<file path="src/rtl/rxq_pkg.sv">
package rxq_pkg;
    parameter int unsigned RXQ_DATA_W = 8;

    typedef struct packed {
        logic                  frame_err;
        logic                  parity_err;
        logic [RXQ_DATA_W-1:0] data;
    } rxq_entry_t;
endpackage

</file>
<file path="src/rtl/rxq_fifo.sv">
module rxq_fifo
    import rxq_pkg::*;
#(
    parameter  int unsigned DEPTH = 16,
    localparam int unsigned AW    = (DEPTH > 1) ? $clog2(DEPTH) : 1,
    localparam int unsigned CW    = $clog2(DEPTH + 1)
) (
    input  logic          clk,
    input  logic          rst_n,
    input  logic          clr,
    input  logic          push,
    input  logic          pop,
    input  logic          ovf_clr,
    input  rxq_entry_t    wr_entry,
    output rxq_entry_t    head,
    output logic [CW-1:0] count,
    output logic          ovf
);
    typedef struct packed {
        rxq_entry_t [DEPTH-1:0] mem;
        logic [AW-1:0]          wr_ptr;
        logic [AW-1:0]          rd_ptr;
        logic [CW-1:0]          cnt;
        logic                   ovf;
    } fifo_state_t;

    fifo_state_t st_d, st_q;
    logic full, empty, do_push, do_pop;

    always_comb begin
        st_d    = st_q;
        full    = (st_q.cnt == CW'(DEPTH));
        empty   = (st_q.cnt == '0);
        do_push = push && !full;
        do_pop  = pop && !empty;

        if (do_push) begin
            st_d.mem[st_q.wr_ptr] = wr_entry;
            st_d.wr_ptr = (st_q.wr_ptr == AW'(DEPTH - 1)) ? '0 : st_q.wr_ptr + 1'b1;
        end
        if (do_pop) begin
            st_d.rd_ptr = (st_q.rd_ptr == AW'(DEPTH - 1)) ? '0 : st_q.rd_ptr + 1'b1;
        end
        case ({do_push, do_pop})
            2'b10:   st_d.cnt = st_q.cnt + 1'b1;
            2'b01:   st_d.cnt = st_q.cnt - 1'b1;
            default: st_d.cnt = st_q.cnt;
        endcase

        if (ovf_clr)      st_d.ovf = 1'b0;
        if (push && full) st_d.ovf = 1'b1;

        if (clr) begin
            st_d.wr_ptr = '0;
            st_d.rd_ptr = '0;
            st_d.cnt    = '0;
            st_d.ovf    = 1'b0;
        end
    end

    always_ff @(posedge clk or negedge rst_n) begin
        if (!rst_n) st_q <= '0;
        else        st_q <= st_d;
    end

    assign head  = st_q.mem[st_q.rd_ptr];
    assign count = st_q.cnt;
    assign ovf   = st_q.ovf;

    a_r4_fill_bound: assert property (@(posedge clk) disable iff (!rst_n)
        st_q.cnt <= CW'(DEPTH));

    a_r5_full_drop: assert property (@(posedge clk) disable iff (!rst_n)
        (!clr && push && !pop && st_q.cnt == CW'(DEPTH))
        |=> (st_q.cnt == CW'(DEPTH) && st_q.ovf));

    a_r6_ovf_sticky: assert property (@(posedge clk) disable iff (!rst_n)
        (!clr && !ovf_clr && st_q.ovf) |=> st_q.ovf);

    a_r7_srst_clears: assert property (@(posedge clk) disable iff (!rst_n)
        clr |=> (st_q.cnt == '0 && !st_q.ovf));

    a_r11_empty_hold: assert property (@(posedge clk) disable iff (!rst_n)
        (!clr && pop && !push && st_q.cnt == '0) |=> (st_q.cnt == '0));
endmodule

</file>
<file path="src/rtl/rxq_legacy.sv">
module rxq_legacy
    import rxq_pkg::*;
(
    input  logic       clk,
    input  logic       rst_n,
    input  logic       load,
    input  logic       rd,
    input  rxq_entry_t in_entry,
    output rxq_entry_t held,
    output logic       ready
);
    typedef struct packed {
        rxq_entry_t hold;
        logic       rdy;
    } leg_state_t;

    leg_state_t st_d, st_q;

    always_comb begin
        st_d = st_q;
        if (rd) st_d.rdy = 1'b0;
        if (load) begin
            st_d.hold = in_entry;
            st_d.rdy  = 1'b1;
        end
    end

    always_ff @(posedge clk or negedge rst_n) begin
        if (!rst_n) st_q <= '0;
        else        st_q <= st_d;
    end

    assign held  = st_q.hold;
    assign ready = st_q.rdy;

    a_r2_load_sets: assert property (@(posedge clk) disable iff (!rst_n)
        load |=> st_q.rdy);

    a_r2_read_clears: assert property (@(posedge clk) disable iff (!rst_n)
        (rd && !load) |=> !st_q.rdy);
endmodule

</file>
<file path="src/rtl/rxq_irq.sv">
module rxq_irq (
    input  logic clk,
    input  logic rst_n,
    input  logic brk_set,
    input  logic brk_clr,
    input  logic ready,
    input  logic err,
    input  logic rdy_brk_ie,
    input  logic err_ie,
    output logic brk_flag,
    output logic irq
);
    typedef struct packed {
        logic brk;
    } irq_state_t;

    irq_state_t st_d, st_q;

    always_comb begin
        st_d = st_q;
        if (brk_clr) st_d.brk = 1'b0;
        if (brk_set) st_d.brk = 1'b1;
    end

    always_ff @(posedge clk or negedge rst_n) begin
        if (!rst_n) st_q <= '0;
        else        st_q <= st_d;
    end

    assign brk_flag = st_q.brk;
    assign irq      = (rdy_brk_ie && (ready || st_q.brk)) || (err_ie && err);

    a_r10_brk_clear: assert property (@(posedge clk) disable iff (!rst_n)
        (brk_clr && !brk_set) |=> !st_q.brk);

    a_r10_brk_set: assert property (@(posedge clk) disable iff (!rst_n)
        brk_set |=> st_q.brk);

    a_r8_gated_quiet: assert property (@(posedge clk) disable iff (!rst_n)
        (!rdy_brk_ie && !err_ie) |-> !irq);
endmodule

</file>
<file path="src/rtl/rx_fifo_irq_unit.sv">
module rx_fifo_irq_unit
    import rxq_pkg::*;
#(
    parameter  int unsigned DEPTH = 16,
    localparam int unsigned LVL_W = $clog2(DEPTH + 1)
) (
    input  logic                  clk,
    input  logic                  rst_n,
    input  logic                  rx_valid,
    input  logic [RXQ_DATA_W-1:0] rx_data,
    input  logic                  rx_frame_err,
    input  logic                  rx_parity_err,
    input  logic                  rx_break,
    input  logic                  fifo_en,
    input  logic                  fifo_srst,
    input  logic                  ovf_clr,
    input  logic                  rd_en,
    input  logic                  rdy_brk_ie,
    input  logic                  err_ie,
    output logic [RXQ_DATA_W-1:0] rd_data,
    output logic                  rd_frame_err,
    output logic                  rd_parity_err,
    output logic                  rx_ready,
    output logic                  brk_flag,
    output logic                  rx_err_flag,
    output logic                  ovf_flag,
    output logic [LVL_W-1:0]      fill_level,
    output logic                  rx_irq
);
    rxq_entry_t in_entry, q_head, l_held, shown;
    logic [LVL_W-1:0] q_count;
    logic q_ovf, q_active, q_clr, l_ready, q_nonempty;

    assign in_entry = '{frame_err: rx_frame_err, parity_err: rx_parity_err, data: rx_data};
    assign q_active = fifo_en && !fifo_srst;
    assign q_clr    = !fifo_en || fifo_srst;

    rxq_fifo #(.DEPTH(DEPTH)) u_fifo (
        .clk      (clk),
        .rst_n    (rst_n),
        .clr      (q_clr),
        .push     (q_active && rx_valid),
        .pop      (q_active && rd_en),
        .ovf_clr  (ovf_clr),
        .wr_entry (in_entry),
        .head     (q_head),
        .count    (q_count),
        .ovf      (q_ovf)
    );

    rxq_legacy u_legacy (
        .clk      (clk),
        .rst_n    (rst_n),
        .load     (!fifo_en && rx_valid),
        .rd       (!fifo_en && rd_en),
        .in_entry (in_entry),
        .held     (l_held),
        .ready    (l_ready)
    );

    always_comb begin
        q_nonempty = (q_count != '0);
        if (fifo_en) begin
            shown       = q_head;
            rx_ready    = q_nonempty;
            ovf_flag    = q_ovf;
            fill_level  = q_count;
            rx_err_flag = (q_nonempty && (q_head.frame_err || q_head.parity_err)) || q_ovf;
        end else begin
            shown       = l_held;
            rx_ready    = l_ready;
            ovf_flag    = 1'b0;
            fill_level  = '0;
            rx_err_flag = l_ready && (l_held.frame_err || l_held.parity_err);
        end
    end

    assign rd_data       = shown.data;
    assign rd_frame_err  = shown.frame_err;
    assign rd_parity_err = shown.parity_err;

    rxq_irq u_irq (
        .clk        (clk),
        .rst_n      (rst_n),
        .brk_set    (rx_break),
        .brk_clr    (rd_en),
        .ready      (rx_ready),
        .err        (rx_err_flag),
        .rdy_brk_ie (rdy_brk_ie),
        .err_ie     (err_ie),
        .brk_flag   (brk_flag),
        .irq        (rx_irq)
    );

    a_r1_legacy_level: assert property (@(posedge clk) disable iff (!rst_n)
        !fifo_en |-> (fill_level == '0 && !ovf_flag));
endmodule

</file>
<file path="config.mk">
export PLATFORM = sky130hd
export DESIGN_NAME = rx_fifo_irq_unit
export DESIGN_NICKNAME = d
export VERILOG_FILES = /design/src/rtl/rxq_pkg.sv /design/src/rtl/rxq_fifo.sv /design/src/rtl/rxq_legacy.sv /design/src/rtl/rxq_irq.sv /design/src/rtl/rx_fifo_irq_unit.sv
export SDC_FILE = /design/constraint.sdc
export NUM_CORES = 1
export LEC_CHECK = 0
export BUFFER_PORTS_ARGS = -buffer_cell sky130_fd_sc_hd__buf_2
export CORE_UTILIZATION = 60
export DETAILED_ROUTE_END_ITERATION = 16
export PLACE_DENSITY_LB_ADDON = 0.2
export SKIP_LAST_GASP = 1
export SYNTH_ARGS = -nofsm -noshare
export SYNTH_HDL_FRONTEND = slang
export SYNTH_SLANG_ARGS = --single-unit
</file>
<file path="constraint.sdc">
create_clock -name clk -period 7.85 [get_ports clk]
set_input_delay 0.3925 -clock clk [delete_from_list [all_inputs] [get_ports clk]]
set_output_delay 0.3925 -clock clk [all_outputs]
set_load 0.01 [all_outputs]
</file>
==> results of run 1 <==
## sequential cells by signal, summed over array words and instances (netlist names)
register	count
u_fifo.count	5
u_irq.brk_flag	1
u_legacy.ready	1
u_legacy.held	10
u_fifo.st_q	168
u_fifo.ovf	1
## layout make-up
class                   count  area, um2
flip-flops and latches    186       4660
fillers                   962       4460
multi-input cells         354       3990
clock buffers              28        497
well taps                 180        225
repair buffers             42        224
inverters                  10       37.5
clock inverters             3       15.0
## synthesized netlist by cell type, types with 2 or more instances
cell type  instances
clkbuf_1          14
buf_1             12
mux2_2           180
nand4_1            2
nor3_1             3
dfrtp_1          186
nor2_1            19
a21o_1             2
a21oi_1            7
nand3_1            2
mux2i_1            7
o21ai_0            6
nor3_4             4
xnor2_1            3
xor2_1             4
a311oi_1           2
mux4_2            46
buf_2              7
nand2b_1           7
and2_1             6
nand2_1           11
o211a_1            2
mux2_1             2
nor2b_1            2
inv_1             10
a221oi_1           2
a22o_1             2
or3_1              2
ha_1               7
nor2_2            11
## worst max-delay path by stage
stage	startpoint	end	slack (ps)	cells past startpoint
after floorplan	u_fifo.count[1]$_DFFE_PN0P_	u_fifo.count[4]$_DFFE_PN0P_	5250	10
after global placement	fifo_en	u_fifo.st_q[21]$_DFFE_PN0P_	4740	6
after detailed placement	fifo_en	u_fifo.st_q[37]$_DFFE_PN0P_	4650	6
after CTS	u_fifo.st_q[6]$_DFFE_PN0P_	rx_irq	4270	7
after global routing	u_fifo.st_q[6]$_DFFE_PN0P_	rx_irq	4080	7
final	u_fifo.st_q[6]$_DFFE_PN0P_	rx_irq	4320	7
## logic make-up (layout without fill, tap and decap cells)
family / after synthesis / in the layout / synth area share (%)
muxes: 235 / 235 / 35.8
and+or+nand+nor: 72 / 72 / 4.83
adders and majority gates: 7 / 7 / 0.994
xor gates and xnor gates: 7 / 7 / 0.696
DFF: 186 / 186 / 52.8
AOI/OAI and AO/OA: 33 / 33 / 2.90
buffers and inverters: 43 / 83 / 1.93
## per-stage QoR
step	instances	setup slack, ps	power (mW)	area, um2	utilization, %
finish	803	4320	1.95	9640	68.4
global route	803	4080	2.02	9640	68.4
CTS	803	4270	1.97	9640	68.4
detailed placement	772	4650	1.21	9130	64.8
global placement	772	4740	1.20	9130	64.8
floorplan	583	5250	1.14	8810	-
## critical path, cell delays in order (launching register included)
cell and delay [ps]:
dfrtp_2 340, buf_4 710, mux4_2 610, mux2_2 280, a22o_1 240, nor2_1 180
o311ai_0 130, buf_2 160
## per-layer routing
layer | wire length [um] | track usage (%) | up-vias
met5 | 0 | 0 | -
met4 | 535 | 11.6 | 0
met3 | 638 | 5.67 | 31
met2 | 9490 | 45.2 | 107
met1 | 8390 | 37.5 | 2708
li1 | - | - | 2213
## power by group through the flow
stage          Combinational (mW)  Clock [mW]  Sequential (mW)
3_5_place_dp                0.173           0             1.03
3_3_place_gp                0.167           0             1.03
6_report                    0.171       0.767             1.02
2_1_floorplan               0.109           0             1.03
4_1_cts                     0.174       0.776             1.02
5_1_grt                     0.188       0.814             1.02
==> results.tsv, run 1 <==
metric	value	unit
prevailing post-synth register cell	dfrtp_1	
Starting Density	62.5	%
Sw Share	22.9	%
Post-CTS Setup Bufs	0	
status	complete, no violations	
PortBufs	39	
largest net degree at the start of global routing	117	
Final nets	638	
EDFF count, synth	0	
crit path time final	3530	ps
Synthesized Nets	610	
Synth Cell Area	8810	um2
clock buffer depth	2	
clk sink count	186	
Worst Path Required	7460	ps
Hold Fails Final Rpt	0	
crit path kind	reg2out	
Tot GR Track Use	28.1	%
Layout area overhead	9.42	%
Site Rows	43	
share of cells above drive strength 1	50.1	%
via count	5059	
Max Slew Vio Count	0	
first-pass GRT wire length	30200	um
Cell variety after synth	43	
NetSw	0.447	mW
Routed WL per cell	23.7	um
measured slew at the worst slew-check pin	1090	ps
CP max FO	47	
DIE HEIGHT	123	um
antenna-violating nets left	0	
worst reg-to-reg setup slack	4980	ps
sequential share of the synthesized area	52.8	%
commonest non-fill, non-tap cell in the layout	dfrtp_1	
die area	15200	um2
post-synth top area share	52.8	%
Placer Congestion	0.817	
R2R depth	9	
Clk pwr share	39.3	%
cell-internal power	1.51	mW
async set-reset flop share out of synthesis	100	%
Hold WS	64.8	ps
setup-violating endpoint count in the final report	0	
CP arrival	3130	ps
Slew HR	26.9	%
Comb pwr share	8.7	%
Worst-path clk slew	70	ps
Antenna Cells	0	
Die X	123	um
Synth area leaders	dfrtp_1 (53%), mux2_2 (23%), mux4_2 (12%)	
DRT Wirelength	19100	um
max cap viols	0	
worst reg2reg path endpoint	u_fifo.count[4]$_DFFE_PN0P_	
warnings from Yosys	0	
most frequent cells in the layout	dfrtp_1 (185), mux2_2 (180), mux4_2 (46)	
Reg power frac	52.0	%
clk_lat worst skew	430	ps
number of buffers created by CTS	17	
Pwr Density	203	nW/um2
fin crit share	44.9	%
Hold-fix buffers, CTS	0	
clock root cell	clkbuf_16	
Synth Register Bits	186	
worst hold-check path type	in2async	
Resize count post-CTS	0	
crit end category	primary output	
final routed DRC violation total	0	
vias in the first global route	5377	
CTS tree	yes	
syn_area_per_cell	15.1	um2
worst vdd ir	0.162	mV
Setup crit start kind	flip-flop	
global route overflow	0	
H-tree level count	4	
Max Clock Skew	6.20	ps
Starting DRT DRC Count	360	
Mapped Cells	583	
final setup TNS	0	ps
Via density	6.30	
core area	14100	um2
RSZ-0062 raised after global routing	false	
P_leak	4.46	nW
FMAX	284	MHz
initial antenna violation count	0	
I/O pin count	40	
final HPWL from detailed placement	11700	um
DRT Pass-1 Iters	4	
cell taking the most area after synthesis	dfrtp_1	
FF-to-FF Start	u_fifo.count[1]$_DFFE_PN0P_	
Power figures use the tool's default switching activity.
==> inputs of run 2 (changes only) <==
--- a/config.mk
+++ b/config.mk
@@ -6,7 +6,7 @@
 export NUM_CORES = 1
 export LEC_CHECK = 0
 export BUFFER_PORTS_ARGS = -buffer_cell sky130_fd_sc_hd__buf_2
-export CORE_UTILIZATION = 60
+export CORE_UTILIZATION = 56
 export DETAILED_ROUTE_END_ITERATION = 16
 export PLACE_DENSITY_LB_ADDON = 0.2
 export SKIP_LAST_GASP = 1
==> constraint.sdc (replaced) <==
create_clock -name clk -period 3.05 [get_ports clk]
set_input_delay 0.1525 -clock clk [delete_from_list [all_inputs] [get_ports clk]]
set_output_delay 0.1525 -clock clk [all_outputs]
set_load 0.01 [all_outputs]
==> run 2 against run 1 <==
Routed wire length increased by 5.9%; clock skew increased by 8.4 ps; hold slack got worse by 0.69 ps; critical endpoint is now rd_frame_err; largest cell class unchanged; final area increased by 4.7%; clock power increased to 3.0 times the previous value; global-route usage decreased by 0.62 points; sequential power increased to 2.6 times the previous value; critical path depth decreased by 1; worst setup slack got worse by 4200 ps; sequential cell count unchanged.
==> results.tsv, run 2 (synthesis gave the netlist of run 1 again) <==
metric	value	unit
antenna-violating nets left	0	
Setup crit start	u_fifo.st_q[6]$_DFFE_PN0P_	
Slew HR	33.8	%
clk sink count	186	
status	complete, no violations	
measured slew at the worst slew-check pin	992	ps
via count	5227	
R2R depth	9	
core area	15300	um2
Final nets	669	
crit end category	primary output	
CP max FO	12	
crit path kind	reg2out	
worst hold-check path type	in2reg	
CP arrival	2770	ps
Antenna Cells	0	
Worst-path clk slew	60	ps
initial antenna violation count	0	
max reg flops	168	
Setup crit start kind	flip-flop	
setup-violating endpoint count in the final report	0	
Layout area overhead	14.6	%
DIE HEIGHT	127	um
number of buffers created by CTS	17	
P_leak	4.69	nW
final routed DRC violation total	0	
CTS tree	yes	
Placer Congestion	0.779	
final setup TNS	0	ps
FMAX	342	MHz
crit path time final	2920	ps
clock buffer depth	2	
share of cells above drive strength 1	53.4	%
Site Rows	45	
Core Util, Final	66.1	%
DRT Pass-1 Iters	4	
first-pass GRT wire length	32600	um
worst reg2reg path endpoint	u_fifo.count[4]$_DFFE_PN0P_	
Via density	6.04	
Top reg by flops	u_fifo.st_q	
end of the critical path	rd_frame_err	
commonest non-fill, non-tap cell in the layout	dfrtp_1	
global route overflow	0	
Max Clock Skew	14.6	ps
Starting DRT DRC Count	363	
DRT Wirelength	20200	um
PortBufs	39	
final HPWL from detailed placement	12800	um
max cap viols	0	
Die X	127	um
worst vdd ir	0.437	mV
RSZ-0062 raised after global routing	false	
die area	16200	um2
largest net degree at the start of global routing	78	
I/O pin count	40	
Tot GR Track Use	27.4	%
vias in the first global route	5679	
FF-to-FF Start	u_fifo.count[1]$_DFFE_PN0P_	
Pwr Density	532	nW/um2
Max Slew Vio Count	0	
Post-DP Area	9430	um2
post-route cell area	10100	um2
Fill cells	1085	
Starting Density	57.7	%
clk_lat worst skew	430	ps
Routed WL per cell	23.3	um
fin crit share	95.8	%
Hold Fails Final Rpt	0	
most frequent cells in the layout	dfrtp_1 (184), mux2_2 (180), mux4_2 (46)	
clock root cell	clkbuf_16	
Worst Path Required	2900	ps
worst reg-to-reg setup slack	390	ps
H-tree level count	4	
run 2: cell types whose count changed in the layout (fill, tap and decap cells not counted), moves of 3 or more:
cell,before,now
buf_12,0,4
buf_4,3,27
bufinv_16,0,3
clkbuf_1,8,1
inv_6,0,3
run 2: worst max-delay path, stage by stage, from the launching register on:
cell and delay [ps]:
dfrtp_2 590, buf_4 280, mux4_2 530, mux2_2 280
a22o_1 250, mux2_2 280, buf_2 140
run 2: through the flow:
step	power [mW]	setup slack, ps	hold WS, ps	instances
after global placement	3.09	452	213	831
after detailed placement	3.12	402	230	831
after global routing	5.56	7.95	64.7	866
after floorplan	2.92	445	-143	583
final	5.37	130	64.1	866
after CTS	5.42	72.8	54.1	865
run 2: cell type report:
cell class              count  area [um2]  share of cell area [%]
multi-input cells         354        3990                    39.5
clock inverters            12         163                    1.61
clock buffers              20         457                    4.53
well taps                 211         264                    2.62
repair buffers             73         529                    5.24
inverters                  10        37.5                   0.372
flip-flops and latches    186        4660                    46.1
run 2: where the power goes:
group          switching (mW)  leakage (nW)  internal (mW)
registers              0.0558          2.53           2.56
clock network           0.950         0.303           1.35
logic                   0.228          1.86          0.224
run 2: how the worst min path moves through the flow:
stage	cells past startpoint	endpoint	slack, ps	start
after floorplan	0	u_fifo.count[0]$_DFFE_PN0P_	-140	rst_n
after global placement	1	u_fifo.st_q[13]$_DFFE_PN0P_	210	rst_n
after detailed placement	1	u_fifo.st_q[10]$_DFFE_PN0P_	230	rst_n
after CTS	3	u_fifo.count[3]$_DFFE_PN0P_	50	fifo_srst
after global routing	3	u_fifo.count[3]$_DFFE_PN0P_	60	fifo_srst
final	4	u_fifo.ovf$_DFFE_PN0P_	60	ovf_clr
run 2: timing repair:
action,4_1_cts,5_1_grt
gates resized for setup,0,0
hold endpoints to repair,75,0
setup endpoints to repair,0,1
hold buffers,2,0
setup buffers,0,0
run 2: metal layers:
layer  GRT usage (%)  part of all wire (%)  routed length [um]
met5               0                     0                   0
met4            8.12                   1.6                 331
met3            4.52                   5.2                1050
met2            45.2                    50               10100
met1            37.8                    43                8710
